--- src/rtl/dma_seq_pkg.sv ---
package dma_seq_pkg;

  typedef enum logic [1:0] {
    REQ_AUTO   = 2'd0,
    REQ_PIN    = 2'd1,
    REQ_PERIPH = 2'd2
  } req_mode_e;

  // bytes in one unit for a log2 size code
  function automatic logic [3:0] unit_bytes(input logic [1:0] sz);
    return 4'd1 << sz;
  endfunction

  // low three address bits against a size code
  function automatic logic misaligned(input logic [2:0] low, input logic [1:0] sz);
    logic [2:0] mask;
    mask = 3'(unit_bytes(sz) - 4'd1);
    return (low & mask) != 3'd0;
  endfunction

  // address after one unit
  function automatic logic [63:0] addr_step(input logic [63:0] a, input logic [1:0] sz);
    return a + 64'(unit_bytes(sz));
  endfunction

endpackage

--- src/rtl/dma_bank_regs.sv ---
module dma_bank_regs #(
  parameter int ADDR_W = 32,
  parameter int CNT_W  = 16,
  parameter int NBANK  = 2,
  localparam int IDX_W = (NBANK > 1) ? $clog2(NBANK) : 1
) (
  input  logic              clk,
  input  logic              rst_n,
  input  logic              we,
  input  logic [IDX_W-1:0]  widx,
  input  logic [ADDR_W-1:0] wsrc,
  input  logic [ADDR_W-1:0] wdst,
  input  logic [CNT_W-1:0]  wcnt,
  input  logic [IDX_W-1:0]  rsel,
  output logic [ADDR_W-1:0] rsrc,
  output logic [ADDR_W-1:0] rdst,
  output logic [CNT_W-1:0]  rcnt
);

  logic [ADDR_W-1:0] src_r [NBANK];
  logic [ADDR_W-1:0] dst_r [NBANK];
  logic [CNT_W-1:0]  cnt_r [NBANK];

  for (genvar b = 0; b < NBANK; b++) begin : g_bank
    always_ff @(posedge clk or negedge rst_n) begin
      if (!rst_n) begin
        src_r[b] <= '0;
        dst_r[b] <= '0;
        cnt_r[b] <= '0;
      end else if (we && (widx == IDX_W'(b))) begin
        src_r[b] <= wsrc;
        dst_r[b] <= wdst;
        cnt_r[b] <= wcnt;
      end
    end
  end

  assign rsrc = src_r[rsel];
  assign rdst = dst_r[rsel];
  assign rcnt = cnt_r[rsel];

endmodule

--- src/rtl/dma_req_detect.sv ---
module dma_req_detect
  import dma_seq_pkg::*;
#(
  parameter int NPER   = 8,
  localparam int PSEL_W = (NPER > 1) ? $clog2(NPER) : 1
) (
  input  logic              clk,
  input  logic              rst_n,
  input  logic              clr,
  input  logic [1:0]        mode,
  input  logic              level,
  input  logic              hi_en,
  input  logic              lo_en,
  input  logic              pin,
  input  logic [NPER-1:0]   periph,
  input  logic [PSEL_W-1:0] psel,
  input  logic              take,
  output logic              hit
);

  logic pin_prev;
  logic edge_pend;
  logic rise, fall, edge_hit, lvl_hit, pin_hit;

  assign rise     = pin && !pin_prev;
  assign fall     = !pin && pin_prev;
  assign edge_hit = (hi_en && rise) || (lo_en && fall);
  assign lvl_hit  = (hi_en && pin) || (lo_en && !pin);
  assign pin_hit  = level ? lvl_hit : edge_pend;

  always_ff @(posedge clk or negedge rst_n) begin
    if (!rst_n) begin
      pin_prev  <= 1'b0;
      edge_pend <= 1'b0;
    end else begin
      pin_prev <= pin;
      if (clr || level) edge_pend <= 1'b0;
      else              edge_pend <= (edge_pend && !take) || edge_hit;
    end
  end

  always_comb begin
    case (req_mode_e'(mode))
      REQ_PIN:    hit = pin_hit;
      REQ_PERIPH: hit = periph[psel];
      default:    hit = 1'b0;
    endcase
  end

endmodule

--- src/rtl/dma_xfer_ctrl.sv ---
module dma_xfer_ctrl
  import dma_seq_pkg::*;
#(
  parameter int ADDR_W = 32,
  parameter int CNT_W  = 16
) (
  input  logic              clk,
  input  logic              rst_n,
  input  logic              swrst,
  input  logic              seten,
  input  logic              clren,
  input  logic              trig,
  input  logic [1:0]        mode,
  input  logic              reload_en,
  input  logic              end_mask,
  input  logic [1:0]        ssize,
  input  logic [1:0]        dsize,
  input  logic [ADDR_W-1:0] ld_src,
  input  logic [ADDR_W-1:0] ld_dst,
  input  logic [CNT_W-1:0]  ld_cnt,
  input  logic              req_hit,
  input  logic              cmd_ready,
  output logic              cmd_valid,
  output logic [ADDR_W-1:0] cmd_src,
  output logic [ADDR_W-1:0] cmd_dst,
  output logic              req_take,
  output logic              st_en,
  output logic              st_act,
  output logic              st_err,
  output logic              st_done,
  output logic              irq,
  output logic              unit_done,
  output logic              end_evt,
  output logic              reload_evt,
  output logic              err_evt
);

  logic              en_q, act_q, err_q, done_q, irq_q, vld_q;
  logic [ADDR_W-1:0] src_q, dst_q;
  logic [CNT_W-1:0]  cnt_q;

  logic is_auto, start_ok, want, bad, quiet, issue, last;

  assign is_auto  = (req_mode_e'(mode) == REQ_AUTO);
  assign quiet    = !clren && !swrst;
  assign start_ok = seten && !en_q && !act_q;
  assign want     = en_q && !vld_q &&
                    (is_auto ? (act_q || trig) : req_hit);
  assign bad      = misaligned(src_q[2:0], ssize) || misaligned(dst_q[2:0], dsize);
  assign issue    = want && !bad && quiet;
  assign err_evt  = want && bad && quiet;
  assign unit_done  = vld_q && cmd_ready && quiet;
  assign last       = unit_done && (cnt_q == CNT_W'(1));
  assign end_evt    = last && !reload_en;
  assign reload_evt = last && reload_en;
  assign req_take   = issue;

  always_ff @(posedge clk or negedge rst_n) begin
    if (!rst_n) begin
      en_q   <= 1'b0;
      act_q  <= 1'b0;
      err_q  <= 1'b0;
      done_q <= 1'b0;
      irq_q  <= 1'b0;
      vld_q  <= 1'b0;
      src_q  <= '0;
      dst_q  <= '0;
      cnt_q  <= '0;
    end else if (swrst) begin
      en_q   <= 1'b0;
      act_q  <= 1'b0;
      err_q  <= 1'b0;
      done_q <= 1'b0;
      irq_q  <= 1'b0;
      vld_q  <= 1'b0;
    end else if (clren) begin
      en_q  <= 1'b0;
      act_q <= 1'b0;
      vld_q <= 1'b0;
    end else begin
      if (start_ok) begin
        en_q  <= 1'b1;
        src_q <= ld_src;
        dst_q <= ld_dst;
        cnt_q <= ld_cnt;
      end
      if (issue) begin
        vld_q <= 1'b1;
        act_q <= 1'b1;
      end
      if (err_evt) begin
        err_q <= 1'b1;
        en_q  <= 1'b0;
        act_q <= 1'b0;
      end
      if (unit_done) begin
        vld_q <= 1'b0;
        if (reload_evt) begin
          src_q <= ld_src;
          dst_q <= ld_dst;
          cnt_q <= ld_cnt;
        end else if (end_evt) begin
          en_q   <= 1'b0;
          act_q  <= 1'b0;
          done_q <= 1'b1;
          if (!end_mask) irq_q <= 1'b1;
        end else begin
          src_q <= ADDR_W'(addr_step(64'(src_q), ssize));
          dst_q <= ADDR_W'(addr_step(64'(dst_q), dsize));
          cnt_q <= cnt_q - CNT_W'(1);
        end
      end
    end
  end

  assign cmd_valid = vld_q;
  assign cmd_src   = src_q;
  assign cmd_dst   = dst_q;
  assign st_en     = en_q;
  assign st_act    = act_q;
  assign st_err    = err_q;
  assign st_done   = done_q;
  assign irq       = irq_q;

endmodule

--- src/rtl/dma_chan_seq.sv ---
module dma_chan_seq #(
  parameter int ADDR_W = 32,
  parameter int CNT_W  = 16,
  parameter int NPER   = 8,
  localparam int PSEL_W = (NPER > 1) ? $clog2(NPER) : 1
) (
  input  logic              clk,
  input  logic              rst_n,
  input  logic              ctl_swrst,
  input  logic              ctl_seten,
  input  logic              ctl_clren,
  input  logic              ctl_trig,
  input  logic [1:0]        cfg_mode,
  input  logic              cfg_pin_level,
  input  logic              cfg_pin_hi,
  input  logic              cfg_pin_lo,
  input  logic [PSEL_W-1:0] cfg_psel,
  input  logic              cfg_reload,
  input  logic              cfg_bank_sel,
  input  logic              cfg_end_mask,
  input  logic [1:0]        cfg_ssize,
  input  logic [1:0]        cfg_dsize,
  input  logic              bank_we,
  input  logic              bank_idx,
  input  logic [ADDR_W-1:0] bank_src,
  input  logic [ADDR_W-1:0] bank_dst,
  input  logic [CNT_W-1:0]  bank_cnt,
  input  logic              ext_req,
  input  logic [NPER-1:0]   periph_req,
  output logic              cmd_valid,
  output logic [ADDR_W-1:0] cmd_src,
  output logic [ADDR_W-1:0] cmd_dst,
  output logic [1:0]        cmd_ssize,
  output logic [1:0]        cmd_dsize,
  input  logic              cmd_ready,
  output logic              st_en,
  output logic              st_act,
  output logic              st_err,
  output logic              st_done,
  output logic              irq
);

  logic [ADDR_W-1:0] sel_src, sel_dst;
  logic [CNT_W-1:0]  sel_cnt;
  logic              req_hit, req_take;
  logic              unit_done, end_evt, reload_evt, err_evt;

  dma_bank_regs #(.ADDR_W(ADDR_W), .CNT_W(CNT_W), .NBANK(2)) u_bank (
    .clk  (clk),
    .rst_n(rst_n),
    .we   (bank_we),
    .widx (bank_idx),
    .wsrc (bank_src),
    .wdst (bank_dst),
    .wcnt (bank_cnt),
    .rsel (cfg_bank_sel),
    .rsrc (sel_src),
    .rdst (sel_dst),
    .rcnt (sel_cnt)
  );

  dma_req_detect #(.NPER(NPER)) u_req (
    .clk   (clk),
    .rst_n (rst_n),
    .clr   (!st_en),
    .mode  (cfg_mode),
    .level (cfg_pin_level),
    .hi_en (cfg_pin_hi),
    .lo_en (cfg_pin_lo),
    .pin   (ext_req),
    .periph(periph_req),
    .psel  (cfg_psel),
    .take  (req_take),
    .hit   (req_hit)
  );

  dma_xfer_ctrl #(.ADDR_W(ADDR_W), .CNT_W(CNT_W)) u_ctrl (
    .clk       (clk),
    .rst_n     (rst_n),
    .swrst     (ctl_swrst),
    .seten     (ctl_seten),
    .clren     (ctl_clren),
    .trig      (ctl_trig),
    .mode      (cfg_mode),
    .reload_en (cfg_reload),
    .end_mask  (cfg_end_mask),
    .ssize     (cfg_ssize),
    .dsize     (cfg_dsize),
    .ld_src    (sel_src),
    .ld_dst    (sel_dst),
    .ld_cnt    (sel_cnt),
    .req_hit   (req_hit),
    .cmd_ready (cmd_ready),
    .cmd_valid (cmd_valid),
    .cmd_src   (cmd_src),
    .cmd_dst   (cmd_dst),
    .req_take  (req_take),
    .st_en     (st_en),
    .st_act    (st_act),
    .st_err    (st_err),
    .st_done   (st_done),
    .irq       (irq),
    .unit_done (unit_done),
    .end_evt   (end_evt),
    .reload_evt(reload_evt),
    .err_evt   (err_evt)
  );

  assign cmd_ssize = cfg_ssize;
  assign cmd_dsize = cfg_dsize;

endmodule

--- config.mk ---
export PLATFORM = sky130hd
export DESIGN_NAME = dma_chan_seq
export DESIGN_NICKNAME = d
export VERILOG_FILES = /design/src/rtl/dma_seq_pkg.sv /design/src/rtl/dma_bank_regs.sv /design/src/rtl/dma_req_detect.sv /design/src/rtl/dma_xfer_ctrl.sv /design/src/rtl/dma_chan_seq.sv
export SDC_FILE = /design/constraint.sdc
export NUM_CORES = 1
export LEC_CHECK = 0
export ABC_AREA = 0
export CAP_MARGIN = 10
export CORE_MARGIN = 2
export CORE_UTILIZATION = 60
export DETAILED_ROUTE_END_ITERATION = 10
export MAX_ROUTING_LAYER = met4
export PLACE_DENSITY = 0.86
export SETUP_SLACK_MARGIN = 0.1
export SYNTH_ARGS = -nofsm -noshare
export SYNTH_HDL_FRONTEND = slang
export SYNTH_SLANG_ARGS = --single-unit
--- constraint.sdc ---
create_clock -name clk -period 3.8 [get_ports clk]
set_input_delay 1.14 -clock clk [delete_from_list [all_inputs] [get_ports clk]]
set_output_delay 1.14 -clock clk [all_outputs]
set_load 0.05 [all_outputs]
==> results.txt <==
----------------------------------------------------
[Finish]
  Fill cell total of the finished layout ... 1594
  Area added between synthesis and finish ... 25.1%
  Final standard cell area without fillers ... 17700 um^2
  Final Instance Count excl. Fillers ... 1915
  Antenna diode count ... 0
  Nets ... 1706
  Fraction of layout instances using a drive strength above 1 ... 22.4%

[Setup path]
  Delay of the slowest cell on the worst path ... 480 ps
  Class of the most critical setup path ... in2reg
  Arrival time of data at the critical path endpoint ... 3910 ps
  FF-to-FF setup slack ... 920 ps
  Cells along the critical path ... clkdlybuf4s50_1 > or2_2 > inv_1 > ha_1 > inv_1 > fa_1 > nor2b_2 > o31a_1 > nand3_1 > or4b_1 > a32oi_1 > o22ai_1
  CP Capture Point ... u_ctrl.cmd_src[12]
  Nature of the critical path startpoint ... input port
  Startpoint of the worst-slack reg-to-reg timing path ... u_ctrl.cnt_q[1]
  R2r endpoint ... u_ctrl.cmd_src[14]
  Levels on crit path ... 12
  Worst setup path startpoint ... cfg_ssize[0]
  Number of buffers and inverters on the critical path ... 3
  Crit path max fanout ... 4
  Kind of end point of the critical path ... register
  Cell with the biggest individual delay on the critical path ... or4b_1
  Family of cells with the greatest summed delay on the critical path ... simple AND/OR/NAND/NOR gates
  Data required time at the worst endpoint ... 4200 ps
  Cell count of the worst reg-to-reg path ... 9
  Cell repeated most along the worst path ... inv_1

[Route]
  Post-detailed-route wirelength per cell ... 23.5 um
  Routed Wire Length ... 44900 um
  Number of violations reported at the end of detailed-routing iteration 0 ... roughly 1400
  DRC ... 0
  Drt via density ... between 6 and 7
  Iteration count of the initial detailed-routing pass ... 7
  Number of nets with antenna violations after detailed routing ... 0
  Via count ... about 13000

[Clocking]
  CTS buffer count ... 27
  CTS max path bufs ... 3
  Root buffer selected by CTS ... clkbuf_16
  Worst-path clk slew ... 60 ps
  Clock tree from TritonCTS ... done
  Number of levels the H-tree was split into ... 1
  Clock Latency Late Sink ... 550 ps
  Number of hold buffers added after cts ... 0
  Total number of clock tree sinks ... 248

[Hold path]
  Worst min-delay path class ... reg2reg

[Synthesis]
  Largest cells by area after synthesis ... dfrtp_1 44%, mux2_2 14%, mux2i_1 4.6%
  Synthesized area ... 14100 um^2
  Async set or reset register ratio after synthesis ... 100%
  Post-synthesis sequential element count ... roughly 250
  Sequential cell area fraction in the yosys report ... 43.9%
  Syn Nets ... 1498
  Share of Yosys cell area claimed by the top area cell type ... 43.9%
  Main synth FF type ... dfrtp_1
  Mean area per synthesized cell ... roughly 10 um^2
  Instance count of the mapped netlist ... 1368
  Synthesis warning total ... 0
  Yosys cell types ... 88
  Leading area contributor after synthesis ... dfrtp_1
  Post-synth EDFFs ... 0

[Die]
  Initial core utilization ... 60.7%
  DIE AREA ... 24800 um^2
  Horizontal extent of the die ... 157 um
  Overall die height ... ~160 um
  Core ar. ... 23300 um^2
  Count of boundary I/O pins ... between 150 and 200
  Site row count ... 56

[Power and ir drop]
  Leakage ... 0.00723 uW
  Worst vdd ir ... 434 uV
  Total power divided by cell area ... 519 nW/um^2

[STA]
  Setup repair after global routing missed its margin ... false
  Final-report setup violation count ... 0
  Setup clock skew after layout ... about 16 ps
  Max-slew violation total from the final report ... 0
  Fin. Hold Viols ... 0
  Minimum clock period ... 3510 ps
  Pin slew with the least headroom to its limit ... between 1000 and 1500 ps
  Worst-case headroom to the max-slew limit ... 26.4%
  Fmax ... between 0.2 and 0.3 GHz
  Post-route fraction of the period consumed by the critical path ... 92.4%

[Placement]
  IO buf count ... 186
  Cell count after placement ... 1865
  Post-detail-place hpwl ... between 30000 and 40000 um
  Area post-placement ... 16700 um^2
  Placer Congestion ... 0.998

[Global routing]
  Vias in the first global route ... 12700
  Number of antenna violations at the first check in global routing ... 0
  Tot GR Track Use ... 36.9%
  Maximum number of pins on one net before global-route repair ... 82
  Grt total ovfl ... 0
  Global-route wire length before repair ... 69200 um

[Job]
  Max-capacitance violation count ... 0

[Status]
  Outcome ... finished, final reports clean

----------------------------------------------------
cells in the final DEF (no fill, tap or decap), types with 13 or more instances in the layout:
| master | n |
|---|---|
| dfrtp_1 | 248 |
| clkdlybuf4s50_1 | 180 |
| mux2_2 | 179 |
| nand2_1 | 91 |
| buf_4 | 80 |
| nor2_1 | 77 |
| a21oi_1 | 67 |
| o21ai_0 | 67 |
| mux2i_1 | 65 |
| nand3_1 | 55 |
| nor3_1 | 32 |
| inv_1 | 29 |
| clkbuf_16 | 27 |
| a211oi_1 | 24 |
| o211ai_1 | 24 |
| nand4_1 | 19 |
| o221ai_1 | 18 |
| o31ai_1 | 17 |
| ha_1 | 15 |
| a31oi_1 | 13 |
| xnor2_1 | 13 |
flip-flops by register name, summed over array words and instances (netlist names):
register          count
u_bank.src_r         64
u_req.pin_prev        1
u_ctrl.st_done        1
u_ctrl.st_err         1
u_bank.dst_r         64
u_ctrl.cmd_dst       32
u_req.edge_pend       1
u_ctrl.st_act         1
u_ctrl.cmd_src       32
u_bank.cnt_r         32
u_ctrl.cmd_valid      1
u_ctrl.irq            1
u_ctrl.st_en          1
u_ctrl.cnt_q         16
metal layers:
metal / track usage, % / vias up / routed length [um]
met5: - / - / 0
met2: 58.4 / 851 / 20900
met4: 16.6 / 0 / 2200
li1: - / 5565 / -
met3: 6.99 / 189 / 4850
met1: 46.3 / 6294 / 17000
power breakdown:
| part | internal (uW) | switching (uW) |
|---|---|---|
| combinational | 1140 | 1620 |
| clock | 1650 | 1110 |
| sequential | 3110 | 544 |
| total | 5900 | 3280 |
worst reg2reg max path, cell delays in order (launching register included):
cell and delay (ps):
dfrtp_1 360, inv_1 170, ha_1 220, nor2b_1 240
nand2_1 200, o31ai_2 970, buf_4 330, a21oi_1 60
o22ai_1 150, a21oi_1 50
cells in the mapped netlist, types with 4 or more instances:
| master | instances |
|---|---|
| dfrtp_1 | 248 |
| mux2_2 | 179 |
| nand2_1 | 92 |
| nor2_1 | 79 |
| o21ai_0 | 68 |
| a21oi_1 | 67 |
| mux2i_1 | 65 |
| nand3_1 | 55 |
| clkbuf_1 | 50 |
| nor3_1 | 32 |
| inv_1 | 29 |
| a211oi_1 | 24 |
| buf_2 | 24 |
| o211ai_1 | 24 |
| nand4_1 | 19 |
| o221ai_1 | 18 |
| o31ai_1 | 17 |
| ha_1 | 15 |
| a31oi_1 | 13 |
| xnor2_1 | 13 |
| a22oi_1 | 11 |
| and3_1 | 11 |
| nor2b_1 | 11 |
| o22ai_1 | 11 |
| or3_1 | 11 |
| a221o_1 | 10 |
| and2_1 | 10 |
| buf_1 | 9 |
| nor4_1 | 9 |
| o21a_1 | 8 |
| xor2_1 | 8 |
| a211o_1 | 7 |
| a31o_2 | 7 |
| nand2b_1 | 7 |
| a221oi_1 | 6 |
| buf_4 | 6 |
| a22o_1 | 5 |
| a21o_1 | 4 |
| a32o_1 | 4 |
| nor3_2 | 4 |
| or2_2 | 4 |
| or4_1 | 4 |
kinds of logic after synthesis:
kind of cell	count (synthesis)	synth area share, %
AND/OR/NAND/NOR	376	13.9
AO/OA/AOI/OAI	341	16.5
flip-flops	248	43.9
multiplexers	246	19.2
buffers and inverters	119	3.54
XOR/XNOR	21	1.30
adder cells (fa/ha/maj)	17	1.61
final cells by class:
type                    instances  area (um^2)  share of cell area (%)
clock buffers                  35          746                    4.22
clock inverters                14          178                    1.01
inverters                      29          109                   0.616
multi-input cells            1001         7450                    42.2
flip-flops and latches        248         6210                    35.1
well taps                     319          399                    2.26
repair buffers                269         2580                    14.6
through the flow:
step | setup slack [ps] | total power (uW) | TNS [ps] | hold WS, ps | util (%)
finish | 290 | 9180 | 0 | 500 | 75.9
global route | 154 | 9520 | 0 | 514 | 75.9
CTS | 285 | 9140 | 0 | 505 | 75.9
detailed placement | -244 | 6390 | -1630 | 490 | 71.9
global placement | -176 | 6270 | -734 | 482 | 71.9
floorplan | 405 | 5320 | 0 | 474 | -
timing repair:
| item | in CTS | in global routing |
|---|---|---|
| endpoints found under the setup margin | 0 | 2 |
| setup buffers | 0 | 1 |
| resized for setup | 0 | 1 |
how the worst min path moves through the flow:
| stage | from | endpoint | depth (start not counted) |
|---|---|---|---|
| 3_5_place_dp | u_bank.cnt_r[3] | u_bank.cnt_r[3] | 1 |
| 4_1_cts | u_bank.src_r[18] | u_bank.src_r[18] | 1 |
| 2_1_floorplan | u_bank.cnt_r[0] | u_bank.cnt_r[0] | 1 |
| 3_3_place_gp | u_bank.dst_r[6] | u_bank.dst_r[6] | 1 |
| 6_report | u_bank.src_r[50] | u_bank.src_r[50] | 1 |
| 5_1_grt | u_bank.cnt_r[30] | u_bank.cnt_r[30] | 1 |
(Power assumes the default switching activity.)
